==> src/rtl/pair_pkg.sv <==
package pair_pkg;
    parameter int CLS_W     = 4;
    parameter int NUM_UNITS = 8;
    localparam int UNIT_W   = $clog2(NUM_UNITS);

    typedef logic [CLS_W-1:0]  cls_t;
    typedef logic [UNIT_W-1:0] unit_t;

    localparam cls_t C_SIMPLE = 4'd0;
    localparam cls_t C_XFER   = 4'd1;
    localparam cls_t C_LOAD   = 4'd2;
    localparam cls_t C_STORE  = 4'd3;
    localparam cls_t C_IMUL   = 4'd4;
    localparam cls_t C_IDIV   = 4'd5;
    localparam cls_t C_HILO   = 4'd6;
    localparam cls_t C_BRANCH = 4'd7;
    localparam cls_t C_FADD   = 4'd8;
    localparam cls_t C_FMUL   = 4'd9;
    localparam cls_t C_FDIV   = 4'd10;
    localparam cls_t C_FIRST_UNKNOWN = 4'd11;

    localparam unit_t U_NONE = 3'd0;
    localparam unit_t U_MEM  = 3'd1;
    localparam unit_t U_SEC  = 3'd2;
    localparam unit_t U_BR   = 3'd3;
    localparam unit_t U_MD   = 3'd4;
    localparam unit_t U_FADD = 3'd5;
    localparam unit_t U_FMUL = 3'd6;
    localparam unit_t U_FDIV = 3'd7;

    typedef struct packed {
        logic  go0;
        logic  go1;
        unit_t unit0;
        unit_t unit1;
    } issue_s;

    function automatic logic is_unknown(cls_t c);
        return c >= C_FIRST_UNKNOWN;
    endfunction

    function automatic logic is_alu(cls_t c);
        return (c == C_SIMPLE) || (c == C_XFER);
    endfunction

    function automatic logic is_mem(cls_t c);
        return (c == C_LOAD) || (c == C_STORE);
    endfunction

    // Dedicated unit for classes bound to exactly one unit; none otherwise.
    function automatic unit_t home_unit(cls_t c);
        unit_t u;
        case (c)
            C_IMUL, C_IDIV, C_HILO: u = U_MD;
            C_BRANCH:               u = U_BR;
            C_FADD:                 u = U_FADD;
            C_FMUL:                 u = U_FMUL;
            C_FDIV:                 u = U_FDIV;
            default:                u = U_NONE;
        endcase
        return u;
    endfunction
endpackage

==> src/rtl/older_pick.sv <==
module older_pick
    import pair_pkg::*;
(
    input  logic                 vld_i,
    input  cls_t                 cls_i,
    input  logic [NUM_UNITS-1:0] busy_i,
    output logic                 ok_o,
    output unit_t                unit_o,
    output logic                 lead_o
);
    unit_t hu;

    always_comb begin
        hu     = home_unit(cls_i);
        ok_o   = 1'b0;
        unit_o = U_NONE;
        lead_o = 1'b0;
        if (vld_i) begin
            if (is_alu(cls_i)) begin
                if (!busy_i[U_MEM]) begin
                    ok_o   = 1'b1;
                    unit_o = U_MEM;
                end else if (!busy_i[U_SEC]) begin
                    ok_o   = 1'b1;
                    unit_o = U_SEC;
                end
                lead_o = ok_o;
            end else if (is_mem(cls_i)) begin
                if (!busy_i[U_MEM]) begin
                    ok_o   = 1'b1;
                    unit_o = U_MEM;
                end
                lead_o = ok_o;
            end else if (is_unknown(cls_i)) begin
                ok_o   = 1'b1;
                unit_o = U_NONE;
            end else if (!busy_i[hu]) begin
                ok_o   = 1'b1;
                unit_o = hu;
            end
        end
    end
endmodule

==> config.mk <==
export PLATFORM = sky130hd
export DESIGN_NAME = older_pick
export DESIGN_NICKNAME = d
export VERILOG_FILES = /design/src/rtl/pair_pkg.sv /design/src/rtl/older_pick.sv
export SDC_FILE = /design/constraint.sdc
export NUM_CORES = 1
export LEC_CHECK = 0
export ABC_CLOCK_PERIOD_IN_PS = 1900
export CAP_MARGIN = 20
export CELL_PAD_IN_SITES_DETAIL_PLACEMENT = 0
export CELL_PAD_IN_SITES_GLOBAL_PLACEMENT = 1
export CORE_AREA = 2 2 39 41
export DETAILED_ROUTE_END_ITERATION = 8
export DIE_AREA = 0 0 41 43
export DONT_BUFFER_PORTS = 1
export GPL_TIMING_DRIVEN = 1
export PLACE_DENSITY = 0.42
export SYNTH_ARGS = -nofsm -noshare
export SYNTH_HDL_FRONTEND = slang
export SYNTH_SLANG_ARGS = --single-unit
==> constraint.sdc <==
create_clock -name vclk -period 1.9
set_input_delay 0.475 -clock vclk [all_inputs]
set_output_delay 0.475 -clock vclk [all_outputs]
set_load 0.01 [all_outputs]
After elaboration in Yosys (flattened, before gate mapping) --
Cells that the tools add are included.
Operators by class: reduce and logical (&&, ||, !) cells 4, $lt $le $gt $ge 2, equality and inequality tests 10, multiplexer cells 22
Operators with widths (count):
- 4-bit by 3-bit == test with 1-bit output, second input constant | 4
- 3-bit two-way mux | 5
- 3-bit case mux with 5 select lines | 1
- 1-bit two-way mux | 13
- 4-bit == test, second input constant | 3
- 4-bit by 2-bit == test with 1-bit output, second input constant | 2
- 4-bit by 1-bit == test with 1-bit output, second input constant | 1
- 4-bit >= comparator, second input constant | 1
- 4-bit zero test | 1
- 3-bit by 4-bit < comparator with 1-bit output, second input constant | 1
- 2-bit two-way mux | 2
- 1-bit binary-select mux with 3-bit select | 1
- 3-bit OR reduction | 1
- 1-bit logical OR | 2
Word-level totals: input port bits 13, logic and storage cells 38, register bits after elaboration 0, output and inout bits 5

Depth between registers and ports, before layout --
Gate-level depths: netlist of run 1.
depth after elaboration 10, gate-level depth with buffers 5, gate-level depth less buffers 4

Worst setup path after synthesis of run 1 --
OpenSTA, ideal clock, no wires.
path kind input to output, start input port cls_i[3], end output port ok_o, slack 0.007 ns, required time 1.425 ns, data arrival time 1.418 ns, buffers on the path 1, stages 5, cell sequence buf_4 > nor2_1 > and3_1 > o2bb2ai_1 > a211oi_1
On the way: longest elaborated chain between the ends 10, elaborated cells between the ends (all ways) 23, classes of those cells 1 x order compare; 10 x eq/ne; 8 x mux; 4 x reduce/logical
Ends and longest elaborated chain:
- start, declared | RTL line older_pick.sv:5 | input cls_t cls_i,
- 4-bit by 3-bit == test with 1-bit output | RTL line pair_pkg.sv:53 | case (c)
- 3-bit OR reduction | RTL line pair_pkg.sv:53
- 3-bit case mux with 5 select lines | RTL line pair_pkg.sv:53
- 1-bit binary-select mux with 3-bit select | RTL line older_pick.sv:37 | end else if (!busy_i[hu]) begin
- 1-bit two-way mux (not written as such) | RTL line older_pick.sv:37
- 1-bit two-way mux | RTL line older_pick.sv:37
- 1-bit two-way mux | RTL line older_pick.sv:34 | end else if (is_unknown(cls_i)) begin
- 1-bit two-way mux | RTL line older_pick.sv:28 | end else if (is_mem(cls_i)) begin
- 1-bit two-way mux * | RTL line older_pick.sv:19 | if (is_alu(cls_i)) begin
- 1-bit two-way mux * | RTL line older_pick.sv:18 | if (vld_i) begin
- end, declared | RTL line older_pick.sv:7 | output logic ok_o,
Every way passes the cells marked *; elsewhere a longest branch is shown, timed or not. The select of a mux whose other input is x is not followed.

Worst setup path after layout of run 1 --
start input port cls_i[2], end output port ok_o
Same word-level chain as after synthesis.

==> results of run 1 <==
==> per-stage QoR <==
stage / setup WS, ns / total power, mW / instance area (µm²)
final: 0.0284 / 0.0616 / 329
after global routing: -0.00479 / 0.0677 / 329
after CTS: 0.0109 / 0.0520 / 294
after detailed placement: 0.00867 / 0.0517 / 294
after global placement: 0.0343 / 0.0508 / 294
after floorplan: 0.00717 / 0.0477 / 270
==> cells by family after synthesis <==
group,synth area share (%)
AO/OA/AOI/OAI,36.6
AND/OR/NAND/NOR,50.0
multiplexers,3.70
buffers and inverters,9.72
==> metal layers <==
metal	part of all wire (%)	vias up	GRT usage, %
li1	-	149	-
met1	38	140	13.6
met2	49	13	16.9
met3	13	0	3.14
met4	0	0	0
met5	0	-	0
==> cell usage after synthesis (all sizes together) <==
master / count
a211oi: 1
a21oi: 1
a221oi: 1
a31oi: 1
a32oi: 1
and2: 1
and3: 2
buf: 2
inv: 2
mux2i: 1
nand2: 4
nand2b: 2
nand3: 1
nand4b: 1
nor2: 2
nor2b: 2
nor3: 2
nor3b: 3
o211a: 1
o21ai: 2
o21bai: 1
o22ai: 2
o2bb2ai: 1
or3: 1
==> how the worst max path moves through the flow <==
stage / from / end
floorplan: cls_i[3] / ok_o
global placement: cls_i[2] / ok_o
detailed placement: cls_i[2] / ok_o
CTS: cls_i[1] / ok_o
global route: cls_i[2] / ok_o
finish: cls_i[2] / ok_o
==> what timing repair did <==
action | 4_1_cts | 5_1_grt
pin swaps | 1 | 4
endpoints found under the setup margin | 1 | 1
buffers inserted | 0 | 1
resized for setup | 0 | 5
==> cell usage in the layout (no fill, tap or decap), types with 2 or more instances in the layout <==
cell type and instances:
sky130_fd_sc_hd__nand2_1 4, sky130_fd_sc_hd__buf_4 4, sky130_fd_sc_hd__nor2_1 2, sky130_fd_sc_hd__nand2b_4 2, sky130_fd_sc_hd__nor3b_1 2, sky130_fd_sc_hd__inv_1 2
sky130_fd_sc_hd__nor2b_1 2, sky130_fd_sc_hd__nor3_1 2
==> report_power, final <==
group	total [mW]	switching, mW	internal, mW
Combinational	0.0616	0.0295	0.0321
Sequential	0	0	0
Clock	0	0	0
==> cell type report <==
| cell class | instances | area, µm² | share of cell area, % |
|---|---|---|---|
| inverters | 2 | 7.51 | 2.28 |
| well taps | 16 | 20.0 | 6.08 |
| repair buffers | 4 | 30.0 | 9.13 |
| multi-input cells | 34 | 272 | 82.5 |
==> summary by stage, run 1 <==
Run status
The flow ran to the end, and the final reports show no timing, DRC or antenna violations.

GRT
The first global-routing pass estimated 1330 µm of wire. The via count of the first global-routing pass is 299. After global routing the overflow that remains totals 0. The largest net degree at the start of global routing is 11. In the global route stage, overall resource usage came out at 10.3%. The initial antenna violation count is 0.

Min path
The worst hold path begins at vld_i. The worst hold path terminates at unit_o[0]. The count of cells along the worst hold path is 2. The path type of the worst min-delay path is in2out.

Yosys
The post-synthesis instance area is 270 µm². Sequential elements use 0% of the synthesized area. The synthesized design devotes to its leading area cell type 10.2% of total area. The number of instances in the synthesized netlist is 38.

The number of warnings issued by yosys is 0. After synthesis, the cell types taking the most area are sky130_fd_sc_hd__nand2b_4, sky130_fd_sc_hd__nor3b_1, sky130_fd_sc_hd__a32oi_2, sky130_fd_sc_hd__a221oi_2, sky130_fd_sc_hd__nand2_1. The post-synthesis cell type with the largest combined area is sky130_fd_sc_hd__nand2b_4. The average instance in the mapped netlist occupies 7.11 µm². The count of unique library cells instantiated by Yosys is 26. The net count of the mapped netlist is 51.

STA
On the final layout, the worst hold slack is 1.09 ns. Measured against its own limit, the worst slew margin works out to 78.6%. The number of hold-slack violations in the final timing report is 0. The clock period minus worst slack is 1.87 ns.

Dividing the final minimum period by the clock period gives 98.5%. The maximum clock rate is 534 MHz. At the pin with the least slew margin, the transition time is 0.320 ns. The max-slew violation count is 0. Summed over all failing endpoints, the final setup total negative slack is 0 ns.

Setup violations remaining at the end of the flow were counted as 0.

Critical path
The critical path depth is 5. STA classifies the critical path endpoint as an output port. For this design, the slowest cell found on the critical path is sky130_fd_sc_hd__a32oi_2. The kind of critical path is in2out. The signal on the critical path passes through nand2b_4, o211a_1, a32oi_2, a211oi_2, buf_4. The critical path's largest stage delay is 0.27 ns. The worst setup path is launched from an input port.

The required time of the critical path is 1.42 ns. The signal arrival time at the worst endpoint is 1.40 ns. The largest fanout on the critical path is 10.

The cell type group with the largest total delay on the critical path is compound AO/OA/AOI/OAI gates. The buffer and inverter count on the worst path is 1.

Pwr
The worst ir drop on vdd is 50.7 µV. The power density of the placed cells is 187 nW/µm². The leakage dissipation is 0.137 nW.

Floorplan
The die covers 1760 µm². Once the floorplan was initialized, standard cells occupied 19.5% of the core. In this run the horizontal extent of the chip is 41 µm. From bottom edge to top edge, the die measures 43 µm. The top-level port count is 18. The site row count is 14. The area of the core is 1380 µm².

CTS
The post-cts hold buffer count is 0.

Placement
The count of buffers added on input and output ports is 0. Routability-driven placement finished with a final weighted congestion of 0.641. The count of placed standard cells including taps is 55.

The HPWL reported at the end of detailed placement is 675 µm.

Drt
In the final routed layout, each cell accounts on average for 14.9 µm. The post-route antenna net violation count is 0. Wires add up to 834 µm. The residual DRC count is 0. The number of iterations in the first detailed-routing pass is 2.

After detailed routing, the number of vias per cell comes to 5.39. The initial DRC count is 4. The via count is 302.

Finish
In the final layout, flip-flops and latches occupy 0 µm². For this run, the post-layout net count is 55. In the final layout, the share of cells above drive strength 1 is 30.0%.

The repair_antennas step left the layout with diodes totalling 0. The layout filler cell count is 168. For this run, the share of the core covered by cells in the final layout is 23.8%. The clock buffer count is 0.

Compared with the post-synthesis result, the final layout area differs by 21.8%. The finished layout holds 56 standard cells, fillers aside. The design has 0 sequential cells.

Flow run
The tool flagged a number of max-cap violations equal to 0.
Note: power is estimated with default switching activity, not from simulation.
==> run 2: changes to the inputs <==
PLACE_DENSITY = 0.56   (was 0.42)
==> summary by stage, run 2 (same netlist as run 1, synthesis figures left out) <==
Run status
The flow ran to the end, and the final reports show no timing, DRC or antenna violations.

Finish
The finished cells cover 319 µm². The finished layout holds 57 standard cells, fillers aside. The number of nets at the end of the flow is 56. The area added between synthesis and finish is 18.1%. The layout filler cell count is 160. In the finished design the tool counted flip-flops and latches totalling 0. The most frequent standard cell in the layout excluding fill and tap cells is sky130_fd_sc_hd__buf_4.

The area of all sequential standard cells is 0 µm². Leaving out fill and tap cells, the most frequent cells in the layout are sky130_fd_sc_hd__buf_4, sky130_fd_sc_hd__nand2_1. The fraction of layout cells with a size suffix above 1 is 29.3%. The count of inserted antenna diode cells is 0. In the finished layout, the clock tree contains a buffer count of 0.

Placement
The final RePlAce weighted congestion is 0.705. Summing all placed instances gives a cell area of 309 µm². In this run the tool buffered the top-level ports with 0 buffer cells. At the placement stage, the worst setup path has a slack of 0.0252 ns. Detailed placement ended at an HPWL of 624 µm. Including well taps, the total number of placed cells is 57.

Critical path
The critical path's largest stage delay is 0.23 ns. The endpoint class of the critical path is an output port. The startpoint type of the worst setup path is an input port. Of all nets on the critical path, the largest fanout is 7. The cell with the largest stage delay on the worst path is sky130_fd_sc_hd__a211oi_2.

The kind of critical path is in2out. The signal on the critical path passes through o21ai_0, and3_1, o2bb2ai_1, a211oi_2, buf_4. For the worst setup path, the data arrival time is 1.38 ns. The required time of the critical path is 1.42 ns.

The endpoint of the most critical setup path is ok_o. Tracing the worst setup path back leads to its startpoint at cls_i[1].

Drt
The wire length reported by the detailed router is 735 µm. The number of iterations in the first detailed-routing pass is 1. The post-route antenna net violation count is 0.

The number of vias per cell is 5.25. The initial DRC count is 0. In the final routed layout, each cell accounts on average for 12.9 µm. The via count is 299. The residual DRC count is 0.

Pwr
The leakage dissipation is 0.126 nW. The proportion of power drawn by combinational gates is 100.0%. For this design the total switching power over the nets is 0.0252 mW. Power spread over the standard cell area amounts to 172 nW/µm². In this run switching power makes up 46.0% of total power.

VDD sags by at most 35.2 µV. The clock network power share is 0%. The internal power consumption is 0.0296 mW. The sequential group share of total power is 0%.

STA
In the final timing run, aggregate negative setup slack is 0 ns. The worst hold slack is 1.09 ns. The share of the cycle needed by the critical path after routing is 97.6%. The clock period minus worst slack is 1.85 ns.

The worst pin sits at a relative slew slack of 78.7%. The max-slew violation count came to 0. In the post-route analysis, the smallest setup slack over all paths is 0.0461 ns. Static timing analysis puts the maximum clock frequency at 539 MHz. For the pin with the worst max-slew slack, the measured transition is 0.317 ns. Setup violations remaining at the end of the flow were counted as 0. Setup repair after global routing left no endpoint under its margin. The number of hold-slack violations in the final timing report came to 0.

Floorplan
The initial utilization of the core area, before any placement, comes to 19.5%. The site row count is 14. The die width is 41 µm. The die is 43 µm tall. The area of the die is 1760 µm². The top-level port count is 18. The total area inside the core boundary comes to 1380 µm².

GRT
The initial antenna violation count is 0. In the global route stage, overall resource usage came out at 8.19%. The first global-routing pass estimated 1100 µm of wire. The total overflow left after global routing is 0. The via count of the first global-routing pass is 287.

Entering global routing, the biggest net connects 11 pins.

CTS
Buffers added to address setup during post-CTS repair amount to 0. The post-cts hold buffer count is 0. After clock tree synthesis, the repair step resized 0 gates.

Flow run
The max-capacitance violation count is 0.

Min path
The path type of the worst min-delay path is in2out.
run 2: cell count changes in the layout (fill, tap and decap cells not counted), sizes merged:
| cell | change |
|---|---|
| buf | +1 |
run 2: layout make-up:
class              instances  area [µm²]  area share (%)
well taps                 16        20.0            6.27
repair buffers             5        37.5            11.8
multi-input cells         34         254            79.6
inverters                  2        7.51            2.35
run 2: through the flow:
stage,power (mW),utilization (%)
floorplan,0.0477,-
global placement,0.0531,22.3
detailed placement,0.0532,22.3
CTS,0.0532,22.3
global route,0.0598,23.1
finish,0.0547,23.1
run 2: critical path, delay by kind of cell:
kind | cells | cell delay [ns]
buffers and inverters | 1 | 0.15
AND/OR/NAND/NOR | 1 | 0.22
AO/OA/AOI/OAI | 3 | 0.53
run 2: power by group through the flow:
| stage | Clock, mW | Sequential [mW] | Combinational [mW] |
|---|---|---|---|
| 6_report | 0 | 0 | 0.0547 |
| 5_1_grt | 0 | 0 | 0.0598 |
| 4_1_cts | 0 | 0 | 0.0532 |
| 3_5_place_dp | 0 | 0 | 0.0532 |
| 3_3_place_gp | 0 | 0 | 0.0531 |
| 2_1_floorplan | 0 | 0 | 0.0477 |
run 2: how the worst min path moves through the flow:
stage                      from   endpoint  cells past startpoint
after global routing      vld_i  unit_o[0]                      2
final                     vld_i  unit_o[0]                      2
after detailed placement  vld_i  unit_o[1]                      2
after global placement    vld_i  unit_o[1]                      2
after CTS                 vld_i  unit_o[1]                      2
after floorplan           vld_i  unit_o[1]                      2
run 2: routing by layer:
metal / wire length (µm) / vias to the layer above / track usage [%] / share of wire (%)
li1: - / 150 / - / -
met1: 317 / 139 / 9.81 / 43
met2: 347 / 10 / 15.0 / 47
met3: 70 / 0 / 1.57 / 9.5
met4: 0 / 0 / 0 / 0
met5: 0 / - / 0 / 0
==> run 3: changes to the inputs <==
==> constraint.sdc (replaced) <==
create_clock -name vclk -period 1.9
set_input_delay 0.475 -clock vclk [all_inputs]
set_output_delay 0.475 -clock vclk [all_outputs]
set_load 0.1 [all_outputs]
==> summary by stage, run 3 (same netlist as run 1, synthesis figures left out) <==
GRT
The total overflow left after global routing is 0. Across every metal layer, demand over resource in global routing totals 12.0%. The largest net degree at the start of global routing is 11. The initial antenna violation count is 0.

The first global-routing pass estimated 1550 µm of wire. The via count of the first global-routing pass is 340.

Drt
The wire length reported by the detailed router is 937 µm. The via count is 305. The wire length per cell after detailed routing is 15.6 µm.

The detail route stage leaves a number of antenna-violating nets equal to 0. After detailed routing, the number of remaining DRC violations is 0. The number of vias per cell is 5.08. The number of iterations in the first detailed-routing pass is 3.

The detailed router finished its first iteration with 5 violations.

Flow run
Across the run, the number of max-cap violations was 0.

Finish
Of the cells placed in the final design, the portion with a size suffix greater than 1 is 56.8%. The area of all sequential standard cells is 0 µm². The number of nets at the end of the flow is 59. The clock buffer count is 0. The layout filler cell count is 136. There are 0 flip-flops and latches. The area added between synthesis and finish is 86.6%. The most frequent standard cell in the layout excluding fill and tap cells is sky130_fd_sc_hd__buf_4. In the layout the commonest cells are sky130_fd_sc_hd__buf_4, sky130_fd_sc_hd__nand2_1, sky130_fd_sc_hd__nor3b_2, sky130_fd_sc_hd__buf_12. The repair_antennas step left the layout with diodes totalling 0. Leaving out filler cells and counting taps, the final layout contains 60.

Floorplan
For this configuration, the core starts out at a cell density of 19.5%. The top-level port count is 18. The height of the chip is 43 µm. The area of the die is 1760 µm². The core region is 1380 µm².

The die width is 41 µm. In this run the core area contains 14 standard-cell rows.

CTS
The post-cts hold buffer count is 0. The total setup buffers inserted after CTS is 0.

STA
Across all setup checks in the final design, the least slack found is -0.0806 ns. The measured slew at the worst slew-check pin is 0.337 ns. The max-slew violation count is 0.

Setup repair after global routing could not meet its margin everywhere. Counting I/O delays and the setup requirement, the final critical path takes 1.98 ns. The number of hold-slack violations in the final timing report is 0. Static timing analysis puts the maximum clock frequency at 505 MHz. Measured against its own limit, the worst slew margin works out to 77.4%.

The worst hold slack is 1.19 ns. The sum of negative setup slack is -0.219 ns. Setup violations remaining at the end of the flow were counted as 3. Of the available clock period, the critical path in the final layout requires 104%.

Critical path
The endpoint of the most critical setup path is unit_o[0]. The cell with the largest stage delay on the worst path is sky130_fd_sc_hd__a32oi_4. The required time of the critical path is 1.42 ns.

The launch point of the worst path is cls_i[2]. The signal arrival time at the worst endpoint is 1.51 ns. The cell type group with the largest total delay on the critical path is compound AO/OA/AOI/OAI gates.

The startpoint type of the worst setup path is an input port. Along the worst path, the maximum fanout reaches 10. Counting buffers and inverters, the worst setup path is 5 cells deep. The critical path is of the in2out type. The endpoint class of the critical path is an output port. The signal on the critical path passes through nand2b_4, o211a_4, a32oi_4, a31oi_4, buf_12. In this design, the stage delay of the slowest critical-path cell is 0.29 ns. The number of buffers and inverters on the critical path is 1.

Pwr
The worst ir drop on vdd is 98.7 µV. The total design power is 0.144 mW. The leakage dissipation is 0.172 nW.

For this design the ratio of total power to cell area is 286 nW/µm².

Run status
The flow ran to the end, but the final reports show violations. The final reports fail on negative setup slack.

Placement
Counting tap cells, the placed design contains a total of 60 instances. At the end of routability-driven placement, the weighted congestion stood at 0.718. Port buffering added 0 buffers. The HPWL reported at the end of detailed placement is 804 µm.

Min path
The path type of the worst min-delay path is in2out.
-- run 3: worst min path at each step --
stage / startpoint / end / slack [ns] / cells past startpoint
final: vld_i / unit_o[2] / 1.19 / 1
after global routing: vld_i / unit_o[2] / 1.19 / 1
after CTS: vld_i / unit_o[2] / 1.19 / 1
after detailed placement: vld_i / unit_o[2] / 1.19 / 1
after global placement: vld_i / unit_o[2] / 1.18 / 1
after floorplan: vld_i / unit_o[2] / 1.18 / 1
-- run 3: where the power goes --
| part | internal [mW] | switching [mW] | leakage (nW) | total (mW) |
|---|---|---|---|---|
| Sequential | 0 | 0 | 0 | 0 |
| Clock | 0 | 0 | 0 | 0 |
| Combinational | 0.0592 | 0.0848 | 0.172 | 0.144 |
| Total | 0.0592 | 0.0848 | 0.172 | 0.144 |
-- run 3: area by class of cell --
class                      instances  area, µm²  area share [%]
inverter                           2       7.51            1.49
multi-input combinational         34        379            75.2
tap                               16       20.0            3.97
timing repair buffer               8       97.6            19.4
-- run 3: through the flow --
| stage | utilization, % | cell area, µm² | setup WS, ns |
|---|---|---|---|
| after floorplan | - | 407 | -0.633 |
| after global placement | 35.0 | 484 | -0.167 |
| after detailed placement | 35.0 | 484 | -0.176 |
| after CTS | 35.9 | 497 | -0.109 |
| after global routing | 36.4 | 504 | -0.123 |
| final | 36.4 | 504 | -0.0806 |
-- run 3: routing by layer --
metal | share of wire, % | track usage (%) | vias up
li1 | - | - | 157
met1 | 40 | 15.2 | 137
met2 | 51 | 20.9 | 11
met3 | 9.0 | 2.62 | 0
met4 | 0 | 0 | 0
met5 | 0 | 0 | -
-- run 3: timing repair --
action | 4_1_cts | 5_1_grt
resized for setup | 2 | 1
pin swaps | 3 | 1
endpoints found under the setup margin | 3 | 3
endpoints found under the hold margin | 0 | 0
